$ cat src/rtl/cal_pkg.sv
package cal_pkg;

    localparam int BYTE_W = 8;
    localparam int SEL_W  = 3;
    localparam int DOW_W  = 3;
    localparam int TOD_N  = 4;

    typedef logic [BYTE_W-1:0] bcd_t;

    typedef enum logic [SEL_W-1:0] {
        FLD_HUND  = 3'd0,
        FLD_SEC   = 3'd1,
        FLD_MIN   = 3'd2,
        FLD_HOUR  = 3'd3,
        FLD_DOW   = 3'd4,
        FLD_DATE  = 3'd5,
        FLD_MONTH = 3'd6,
        FLD_YEAR  = 3'd7
    } field_e;

    localparam logic [DOW_W-1:0] DOW_FIRST = 3'd1;
    localparam logic [DOW_W-1:0] DOW_LAST  = 3'd7;

    typedef struct packed {
        logic             cen_en;
        logic             century;
        logic [DOW_W-1:0] dow;
    } cal_misc_t;

    function automatic bcd_t bcd_step(input bcd_t v);
        if (v[3:0] >= 4'd9)
            return {v[7:4] + 4'd1, 4'd0};
        return {v[7:4], v[3:0] + 4'd1};
    endfunction

    function automatic logic bcd_leap(input bcd_t yr);
        logic [1:0] m4;
        m4 = {yr[4], 1'b0} + yr[1:0];
        return m4 == 2'd0;
    endfunction

    function automatic bcd_t month_days(input bcd_t mon, input bcd_t yr);
        case (mon)
            8'h02:                   return bcd_leap(yr) ? 8'h29 : 8'h28;
            8'h04, 8'h06, 8'h09, 8'h11: return 8'h30;
            default:                 return 8'h31;
        endcase
    endfunction

endpackage

$ cat src/rtl/cal_bcd_ctr.sv
module cal_bcd_ctr
    import cal_pkg::*;
#(
    parameter bcd_t LO  = 8'h00,
    parameter bcd_t RST = 8'h00
) (
    input  logic clk,
    input  logic rst,
    input  logic inc,
    input  logic ld,
    input  bcd_t ld_val,
    input  bcd_t hi,
    output bcd_t q,
    output logic wrap
);

    assign wrap = inc && !ld && (q >= hi);

    always_ff @(posedge clk) begin
        if (rst)
            q <= RST;
        else if (ld)
            q <= ld_val;
        else if (inc)
            q <= (q >= hi) ? LO : bcd_step(q);
    end

endmodule

$ cat src/rtl/cal_month_len.sv
module cal_month_len
    import cal_pkg::*;
(
    input  bcd_t month,
    input  bcd_t year,
    output bcd_t last_day
);

    assign last_day = month_days(month, year);

endmodule

$ cat src/rtl/bcd_calendar.sv
module bcd_calendar
    import cal_pkg::*;
(
    input  logic       clk,
    input  logic       rst,
    input  logic       tick,
    input  logic       stop,
    input  logic       wr_en,
    input  logic [2:0] wr_sel,
    input  logic [7:0] wr_data,
    output logic [7:0] hund_o,
    output logic [7:0] sec_o,
    output logic [7:0] min_o,
    output logic [7:0] hour_o,
    output logic [7:0] dow_o,
    output logic [7:0] date_o,
    output logic [7:0] month_o,
    output logic [7:0] year_o,
    output logic       update
);

    localparam bcd_t TOD_HI [TOD_N] = '{8'h99, 8'h59, 8'h59, 8'h23};

    logic       adv;
    logic [TOD_N:0] carry;
    bcd_t       tod [TOD_N];
    bcd_t       date_q, month_q, year_q, last_day;
    logic       date_wrap, month_wrap, year_wrap;
    cal_misc_t  misc;

    assign adv      = tick && !stop && !wr_en;
    assign carry[0] = adv;

    for (genvar g = 0; g < TOD_N; g++) begin : g_tod
        logic ld_g;
        bcd_t val_g;
        if (g == 0) begin : g_clr
            assign ld_g  = wr_en;
            assign val_g = 8'h00;
        end else if (g == TOD_N - 1) begin : g_hr
            assign ld_g  = wr_en && (wr_sel == SEL_W'(g));
            assign val_g = {2'b00, wr_data[5:0]};
        end else begin : g_ms
            assign ld_g  = wr_en && (wr_sel == SEL_W'(g));
            assign val_g = wr_data;
        end
        cal_bcd_ctr #(.LO(8'h00), .RST(8'h00)) u_ctr (
            .clk(clk), .rst(rst), .inc(carry[g]), .ld(ld_g),
            .ld_val(val_g), .hi(TOD_HI[g]), .q(tod[g]), .wrap(carry[g+1])
        );
    end

    cal_month_len u_len (.month(month_q), .year(year_q), .last_day(last_day));

    cal_bcd_ctr #(.LO(8'h01), .RST(8'h01)) u_date (
        .clk(clk), .rst(rst), .inc(carry[TOD_N]),
        .ld(wr_en && wr_sel == FLD_DATE), .ld_val(wr_data),
        .hi(last_day), .q(date_q), .wrap(date_wrap)
    );

    cal_bcd_ctr #(.LO(8'h01), .RST(8'h01)) u_month (
        .clk(clk), .rst(rst), .inc(date_wrap),
        .ld(wr_en && wr_sel == FLD_MONTH), .ld_val(wr_data),
        .hi(8'h12), .q(month_q), .wrap(month_wrap)
    );

    cal_bcd_ctr #(.LO(8'h00), .RST(8'h00)) u_year (
        .clk(clk), .rst(rst), .inc(month_wrap),
        .ld(wr_en && wr_sel == FLD_YEAR), .ld_val(wr_data),
        .hi(8'h99), .q(year_q), .wrap(year_wrap)
    );

    always_ff @(posedge clk) begin
        if (rst) begin
            misc   <= '{cen_en: 1'b0, century: 1'b0, dow: DOW_FIRST};
            update <= 1'b0;
        end else begin
            update <= adv;
            if (wr_en && wr_sel == FLD_HOUR) begin
                misc.cen_en  <= wr_data[7];
                misc.century <= wr_data[6];
            end else if (year_wrap && misc.cen_en) begin
                misc.century <= ~misc.century;
            end
            if (wr_en && wr_sel == FLD_DOW)
                misc.dow <= wr_data[DOW_W-1:0];
            else if (carry[TOD_N])
                misc.dow <= (misc.dow >= DOW_LAST) ? DOW_FIRST : misc.dow + 3'd1;
        end
    end

    assign hund_o  = tod[0];
    assign sec_o   = tod[1];
    assign min_o   = tod[2];
    assign hour_o  = {misc.cen_en, misc.century, tod[3][5:0]};
    assign dow_o   = {{(BYTE_W-DOW_W){1'b0}}, misc.dow};
    assign date_o  = date_q;
    assign month_o = month_q;
    assign year_o  = year_q;

endmodule

$ cat config.mk
export PLATFORM = sky130hd
export DESIGN_NAME = bcd_calendar
export DESIGN_NICKNAME = d
export VERILOG_FILES = /design/src/rtl/cal_pkg.sv /design/src/rtl/cal_bcd_ctr.sv /design/src/rtl/cal_month_len.sv /design/src/rtl/bcd_calendar.sv
export SDC_FILE = /design/constraint.sdc
export NUM_CORES = 1
export LEC_CHECK = 0
export ABC_CLOCK_PERIOD_IN_PS = 5500
export BUFFER_PORTS_ARGS = -buffer_cell sky130_fd_sc_hd__buf_2
export CAP_MARGIN = 20
export CORE_ASPECT_RATIO = 0.75
export CORE_UTILIZATION = 50
export CTS_CLUSTER_SIZE = 24
export DETAILED_ROUTE_END_ITERATION = 10
export PLACE_DENSITY = 0.85
export SYNTH_ARGS = -nofsm -noshare
export SYNTH_HDL_FRONTEND = slang
export SYNTH_SLANG_ARGS = --single-unit
$ cat constraint.sdc
create_clock -name clk -period 5.5 [get_ports clk]
set_clock_uncertainty 0.05 [all_clocks]
set_input_delay 0.55 -clock clk [delete_from_list [all_inputs] [get_ports clk]]
set_output_delay 0.55 -clock clk [all_outputs]
set_load 0.02 [all_outputs]
# --- Word-level counts from Yosys, hierarchy flattened ---
# Index checks and enable logic that the tools add are counted.
totals:
  out_inout_bits: 65
  inputBits: 16
  reg_bits: 62
classes:
  reduce_logical: 60
  magnitude_cmp: 15
  eq_ne: 12
  n_bitwise: 1
  n_addsub: 16
  n_mux: 68
op_table:
  columns: ["op", "n"]
  rows:
  - ["$mux 8", 31]
  - ["$add 4x1->4 const B", 14]
  - ["$mux 1", 31]
  - ["$ge 4x4->1 const B", 7]
  - ["$logic_and 1x1->1", 24]
  - ["$reduce_bool 2->1", 10]
  - ["$reduce_bool 3->1", 6]
  - ["$eq 8x3->1 const B", 2]
  - ["$ge 8x7->1 const B", 2]
  - ["$ge 8x8->1 const B", 2]
  - ["$pmux 8 s2", 1]
  - ["$reduce_and 2->1", 8]
  - ["$eq 3x3->1 const B", 4]
  - ["$mux 6", 2]
  - ["$mux 3", 3]
  - ["$eq 8x2->1 const B", 1]
  - ["$eq 8x4->1 const B", 1]
  - ["$eq 8x5->1 const B", 1]
  - ["$ge 8x5->1 const B", 1]
  - ["$ge 8x6->1 const B", 1]
  - ["$ge 8x8->1", 1]
  - ["$logic_not 1->1", 8]
  - ["$eq 3x2->1 const B", 2]
  - ["$reduce_or 2->1", 2]
  - ["other kinds (7)", 7]

# --- Logic depth before layout (Yosys ltp) ---
# Gate-level depths: netlist of run 1.
logic_depth:
  word_depth: 22
  depth_mapped: 14
  depth_no_buf: 14

# --- Cells and area by module ---
# A second synthesis of run 1 with hierarchy kept.
hier_totals:
  cells_unflattened: 747
  area_unflattened_um2: 6054.6
modules_own_cells:
  columns: ["mod", "area_each_um2", "instances", "cells_each"]
  rows:
  - ["cal_bcd_ctr at g_tod[0].u_ctr ...", 774.5, 5, 94]
  - ["cal_bcd_ctr at u_date ...", 800.8, 2, 102]
  - ["bcd_calendar", 420.4, 1, 51]
  - ["cal_month_len", 160.2, 1, 22]

# --- Worst setup path before layout of run 1 ---
# No wires, ideal clock.
synth_path:
  kind: "reg2reg"
  startpoint: "reg u_month.q[0]"
  endpoint: "reg u_year.q[0]"
  n_path_buf: 0
  synth_period_minus_slack_ps: 3061
  setup_ps: 91
  setup_slack_ps: 2439
  arrival_time_ps: 2920
  path_stages_with_launch: 15
  t_required_ps: 5359
  cell_sequence: "dfxtp_1 -> inv_1 -> ha_1 -> o211ai_1 -> a21oi_1 -> a31oi_1 -> nor3_1 -> nor2_1 -> ha_1 -> a21oi_1 -> o22a_1 -> a21oi_2 -> nand3b_2 -> or3_1 -> a311oi_1"
synth_between:
  elab_chain_len: 8
synth_lines:
  columns: ["element", "line_no", "rtl"]
  rows:
  - ["start: declaration", "cal_bcd_ctr.sv:13", "output bcd_t q,"]
  - ["start signal: assignment", "cal_bcd_ctr.sv:23", "q <= ld_val;"]
  - ["start signal: assignment", "cal_bcd_ctr.sv:25", "q <= (q >= hi) ? LO : bcd_step(q);"]
  - ["$eq 8x3->1, or another cell as far along", "cal_pkg.sv:43", "case (mon)"]
  - ["$reduce_or 4->1", "cal_pkg.sv:43", null]
  - ["$pmux 8 s2", "cal_pkg.sv:43", null]
  - ["$ge 8x8->1", "cal_bcd_ctr.sv:17", "assign wrap = inc && !ld && (q >= hi);"]
  - ["$logic_and 1x1->1 (2 in a row)", "cal_bcd_ctr.sv:17", null]
  - ["$logic_and 1x1->1 *", "cal_bcd_ctr.sv:17", null]
  - ["$reduce_bool 2->1 (no line) *", null, null]
  - ["end signal: assignment", "cal_bcd_ctr.sv:23", null]
  - ["end signal: assignment", "cal_bcd_ctr.sv:25", null]
  - ["end: declaration", "cal_bcd_ctr.sv:13", null]
# Mark *: on every way between the ends. The rest lies on a longest branch, timed or not.
# A chain may end at the register's enable or synchronous reset.

# --- Worst setup path in the final report of run 1 ---
layout_path:
  startpoint: "reg u_month.q[0]"
  endpoint: "reg u_year.q[2]"
# The elaborated chain is that of the path after synthesis.

==> results of run 1 <==
==> layout make-up <==
cell class	instances	area (µm²)	area share
repair buffers	77	403	0.0859
inverters	31	116	0.0248
clock buffers	13	169	0.0360
multi-input cells	392	2630	0.560
flip-flops and latches	62	1240	0.265
well taps	105	131	0.0280
clock inverters	1	5.00	0.00107
==> path summary, 6_finish.rpt <==
check	startpoint	end	slack, ns
max	u_month.q[0]$_SDFFE_PP1P_	u_year.q[2]$_SDFFE_PP0P_	2.05
min	rst	g_tod[0].u_ctr.q[4]$_SDFFE_PP0P_	0.41
min reg2reg	u_date.q[7]$_SDFFE_PP0P_	u_date.q[7]$_SDFFE_PP0P_	0.42
max reg2reg	u_month.q[0]$_SDFFE_PP1P_	u_year.q[2]$_SDFFE_PP0P_	2.05
==> synthesized netlist by cell type (4+ instances only) <==
cell and number:
nor3_1 15, or3_1 8, nand4_1 5, xor2_1 8, a211oi_1 16, a31oi_1 6, nand3_1 29, dfxtp_1 62
clkbuf_1 13, ha_1 42, buf_4 11, xnor2_1 4, a22oi_1 9, o21ai_0 13, a311oi_1 6, nor3b_1 6
nand2b_1 7, inv_1 31, nand2_1 44, a21oi_1 38, and3_1 4, a221oi_1 6, nor2b_1 4, buf_2 4
nor2_1 50, mux2i_1 4, nand4b_1 5, o31ai_1 5, nor4b_1 5
==> per-layer routing <==
metal	GRT usage	wire length (µm)
met2	0.425	5060
met1	0.356	5060
met3	0.0634	976
met4	0.0795	219
met5	0	0
==> registers in the layout (all words and copies together), names as in the netlist <==
name	cells
g_tod.u_ctr.q	32
u_month.q	8
u_year.q	8
u_date.q	8
dow_o	3
update	1
hour_o	2
==> worst max-delay path: stages (launching register included) <==
cell,delay [ns]
dfxtp_1,0.38
inv_1,0.14
ha_1,0.22
o211ai_1,0.10
a21oi_1,0.16
a31oi_1,0.06
nor3_1,0.26
nor2_1,0.09
ha_1,0.31
a21oi_1,0.08
o22a_1,0.24
a21oi_2,0.36
nand3b_2,0.25
or4_1,0.56
o311ai_1,0.09
==> kinds of logic after synthesis <==
| logic type | share of synthesized area |
|---|---|
| AO/OA/AOI/OAI | 0.211 |
| multiplexers | 0.0124 |
| flip-flops | 0.299 |
| adder cells (fa/ha/maj) | 0.127 |
| other | 0.000905 |
| AND/OR/NAND/NOR | 0.253 |
| buffers and inverters | 0.0709 |
| XOR/XNOR | 0.0254 |
==> metrics by stage <==
step	total power, mW	hold WS [ns]	cell area (µm²)	std cells	util
after global placement	0.599	0.413	4500	666	0.565
after floorplan	0.565	0.425	4160	516	-
after global routing	0.999	0.407	4690	681	0.590
final	0.965	0.407	4690	681	0.590
after detailed placement	0.604	0.412	4500	666	0.565
after CTS	0.961	0.422	4670	680	0.587
==> power groups by stage <==
stage	combinational [mW]	sequential (mW)	clock [mW]
2_1_floorplan	0.0733	0.492	0
3_3_place_gp	0.114	0.485	0
3_5_place_dp	0.118	0.486	0
4_1_cts	0.119	0.476	0.367
5_1_grt	0.133	0.478	0.388
6_report	0.122	0.476	0.367
==> flow_summary.json, run 1 <==
{
  "grt_pass1_wl_um": 17900,
  "p_clk_frac": 0.380,
  "drc_errors": 0,
  "worst_pin_slew_ns": 0.769,
  "finalWirelength_um": 11300,
  "diodes": 0,
  "cts_setup_buffers": 0,
  "outcome": "completed",
  "cp-end-kind": "register",
  "final_cell_mix": "buf_2, dfxtp_1, nor2_1, nand2_1, ha_1",
  "htreeDepth": 3,
  "reg2reg_depth": 14,
  "track_usage": 0.266,
  "fp.dieH_um": 80.9,
  "die_area_um2": 8660,
  "rows": 28,
  "syn_avg_cell_area_um2": 8.10,
  "hold_viol": 0,
  "worstSetupPathType": "register to register",
  "io_pins": 81,
  "fill_cells": 708,
  "final_nets": 631,
  "cts_tree": "built",
  "max-slew-margin-rel": 0.486,
  "drv_cap": 0,
  "wl_per_cell_um": 16.6,
  "p_sw_frac": 0.279,
  "antenna_found_initial": 0,
  "root_buffer": "clkbuf_8",
  "synth_edf_count": 0,
  "power.share.combinational": 0.126,
  "whs_path_depth": 2,
  "p_leak_nw": 2.06,
  "powerDensity_nw_per_um2": 206,
  "clockBufferDepth": 2,
  "cp.required_ns": 5.68,
  "maxSlewViolCount": 0,
  "synth_seq_cells": 62,
  "synth_cell_types": 67,
  "gp_congestion": 0.853,
  "hpwl_um": 8240,
  "num_vias": 4140,
  "hold_path.class": "input port to register",
  "synth_top_cell_area_share": 0.299,
  "die_x_um": 107,
  "area_growth_pct": 13.2,
  "drt_iter0_drc": 330,
  "vias_per_cell": 6.08,
  "synth_ff_type": "dfxtp_1",
  "syn_area_um2": 4150,
  "crit_fanout": 9,
  "rsz0062_at_grt": "false",
  "timing.final.crit_period_ns": 3.45,
  "setup_violations": 0,
  "critPathLaunchType": "register",
  "yosysWarnings": 0,
  "irDropWorstVdd_uv": 105,
  "drive_above_1_share": 0.188,
  "grt_overflow": 0,
  "tns_ns": 0,
  "power.switching_uw": 269,
  "fin_crit_sh": 0.626,
  "setup_ws_ns": 2.05,
  "layout_commonest_cell": "buf_2",
  "synth.area.top_cells": "dfxtp_1, ha_1, a21oi_1, nor2_1, nand2_1",
  "clk_pin_slew_worst_paths_ns": 0.07,
  "cts_sinks": 62,
  "grt_max_degree": 62,
  "pwr-share-seq": 0.494,
  "synth_area_leader_cell": "dfxtp_1",
  "cp.arrival_ns": 3.63,
  "syn_inst": 512,
  "cts_hold_buffers": 0,
  "async_flop_share": 0,
  "clock.fmax_ghz": 0.290,
  "clk_latency_ns": 0.35,
  "cts-resized-gates": 0,
  "fp.coreArea_um2": 7950,
  "grt_pass1_vias": 3615,
  "yosysSeqAreaShare": 0.299,
  "drt_pre_antenna_iters": 5,
  "cts_inserted_buffers": 9,
  "initial_utilization": 0.521,
  "port_buffers": 75,
  "pre_cts_ws_ns": 2.14,
  "ant_nets": 0,
  "intPower_uw": 696
}
(Power assumes the default switching activity.)
==> inputs of run 2 (changes only) <==
- ABC_AREA: default -> 1
- ABC_CLOCK_PERIOD_IN_PS: 5500 -> 3600
- clock period: 5.5 -> 3.6 ns (I/O delays scaled with it)
==> flow_summary.json, run 2 <==
{
  "setup_violations": 0,
  "cts_sinks": 62,
  "cp.required_ns": 3.77,
  "min_to": "g_tod[1].u_ctr.q[2]$_SDFFE_PP0P_",
  "initial_utilization": 0.525,
  "layout_commonest_cell": "nand2_1",
  "fp.coreArea_um2": 8060,
  "fin_crit_sh": 0.852,
  "synth_top_cell_area_share": 0.294,
  "cts-resized-gates": 0,
  "hold_path.class": "input port to register",
  "drive_above_1_share": 0.183,
  "fill_cells": 678,
  "die_x_um": 108,
  "hpwl_um": 8420,
  "r2r-start": "u_month.q[0]$_SDFFE_PP1P_",
  "instances_no_fill": 782,
  "hold_path.startpoint": "wr_data[2]",
  "yosysWarnings": 0,
  "track_usage": 0.270,
  "gp_congestion": 0.943,
  "async_flop_share": 0,
  "htreeDepth": 3,
  "syn_area_um2": 4230,
  "largest_reg_flops": 32,
  "grt_overflow": 0,
  "drc_errors": 0,
  "cp.arrival_ns": 3.24,
  "drt_iter0_drc": 455,
  "maxSlewViolCount": 0,
  "reg2reg_depth": 18,
  "syn_avg_cell_area_um2": 7.01,
  "yosysSeqAreaShare": 0.294,
  "grt_pass1_wl_um": 18400,
  "gr-usage-met2": 0.422,
  "wl_per_cell_um": 14.9,
  "root_buffer": "clkbuf_16",
  "irDropWorstVdd_uv": 307,
  "rsz0062_at_grt": "false",
  "area_growth_pct": 16.8,
  "clock.fmax_ghz": 0.326,
  "antenna_found_initial": 0,
  "timing.rr.end": "u_date.q[4]$_SDFFE_PP0P_",
  "outcome": "completed",
  "clk_latency_ns": 0.34,
  "ant_nets": 0,
  "finalWirelength_um": 11700,
  "crit_fanout": 9,
  "timing.hold.ws_ns": 0.260,
  "port_buffers": 75,
  "final_util": 0.613,
  "drv_cap": 0,
  "max-slew-margin-rel": 0.519,
  "fp.dieH_um": 81.6,
  "critPathLaunchType": "register",
  "cts_setup_buffers": 0,
  "synth.area.top_cells": "dfxtp_1, ha_1, nand2_1, inv_1, a21oi_1",
  "io_pins": 81,
  "grt_max_degree": 36,
  "p_leak_nw": 2.30,
  "cts_inserted_buffers": 9,
  "synth_seq_cells": 62,
  "syn_inst": 603,
  "whs_path_depth": 3,
  "reg2reg_slack_ns": 0.53,
  "synthTopCellsByCount": "nand2_1, inv_1, dfxtp_1, nor2_1, a21oi_1",
  "vias_per_cell": 5.63,
  "die_area_um2": 8830,
  "top_register": "g_tod.u_ctr.q",
  "power.total_mw": 1.81,
  "grt_pass1_vias": 3871,
  "synth_edf_count": 0,
  "drt_pre_antenna_iters": 7,
  "num_vias": 4399,
  "clk_pin_slew_worst_paths_ns": 0.06,
  "dp.cells": 766,
  "cts_tree": "built",
  "synth_area_leader_cell": "dfxtp_1",
  "diodes": 0,
  "synth_ff_type": "dfxtp_1",
  "worstSetupPathType": "register to register",
  "timing.final.crit_period_ns": 3.07,
  "gr-max-usage-layer": "met2",
  "met3_usage": 0.0651,
  "synth_cell_types": 47,
  "worst_pin_slew_ns": 0.719,
  "hold_viol": 0,
  "use_met1": 0.355,
  "cts_hold_buffers": 0,
  "rows": 28,
  "clockBufferDepth": 2,
  "tns_ns": 0,
  "powerDensity_nw_per_um2": 367,
  "final_cell_mix": "nand2_1, buf_2, inv_1, dfxtp_1, nor2_1",
  "cp-end-kind": "register",
  "final_nets": 730,
  "synth_most_common_cell": "nand2_1"
}
run 2: logic make-up after synthesis:
| kind of cell | synth area share |
|---|---|
| adder cells (fa/ha/maj) | 0.124 |
| other | 0.000887 |
| flip-flops | 0.294 |
| XOR/XNOR | 0.0352 |
| buffers and inverters | 0.104 |
| AND/OR/NAND/NOR | 0.270 |
| AO/OA/AOI/OAI | 0.171 |
run 2: worst max-delay path, stage by stage, from the launching register on:
cell and delay (ns):
dfxtp_1 0.45, inv_1 0.14, ha_1 0.24, o21ai_0 0.15, o21ai_0 0.11, a32oi_1 0.23
nand2_1 0.09, o31ai_1 0.08, ha_1 0.27, nand2_1 0.07, nor2_1 0.05, nand2_1 0.08
nand3b_2 0.20, nor2_1 0.18, nand2_1 0.13, nand2_2 0.14, inv_1 0.07, o21ai_0 0.16
nor2_1 0.07
run 2: area by class of cell:
type                       count  area (µm²)  area share
clock inverter                 7        98.8      0.0200
sequential                    62        1240       0.251
clock buffer                   9         225      0.0456
multi-input combinational    444        2560       0.519
tap                          105         131      0.0266
inverter                      79         297      0.0601
timing repair buffer          76         383      0.0776
run 2: routing by layer:
layer / up-vias / wire length, µm
met2: 234 / 5100
met5: - / 0
met4: 0 / 325
met3: 39 / 1060
met1: 2008 / 5190
li1: 2118 / -
run 2: report_power, final:
group	switching [mW]	internal [mW]
Sequential	0.0139	0.696
Clock	0.339	0.608
Combinational	0.110	0.0446
run 2: per-stage QoR:
step                worst slack (ns)  area [µm²]
finish                         0.532        4940
global route                   0.365        4940
CTS                            0.604        4940
detailed placement             0.626        4610
global placement               0.850        4610
floorplan                      0.875        4240
run 2: how the worst max path moves through the flow:
| stage | startpoint | end | slack [ns] | cells after the start |
|---|---|---|---|---|
| finish | u_month.q[0]$_SDFFE_PP1P_ | u_date.q[4]$_SDFFE_PP0P_ | 0.53 | 18 |
| global route | u_month.q[0]$_SDFFE_PP1P_ | u_date.q[4]$_SDFFE_PP0P_ | 0.37 | 19 |
| CTS | u_month.q[0]$_SDFFE_PP1P_ | u_date.q[4]$_SDFFE_PP0P_ | 0.60 | 18 |
| detailed placement | u_month.q[0]$_SDFFE_PP1P_ | u_date.q[4]$_SDFFE_PP0P_ | 0.63 | 17 |
| global placement | u_month.q[0]$_SDFFE_PP1P_ | u_date.q[4]$_SDFFE_PP0P_ | 0.85 | 17 |
| floorplan | u_month.q[0]$_SDFFE_PP1P_ | u_date.q[4]$_SDFFE_PP0P_ | 0.87 | 17 |
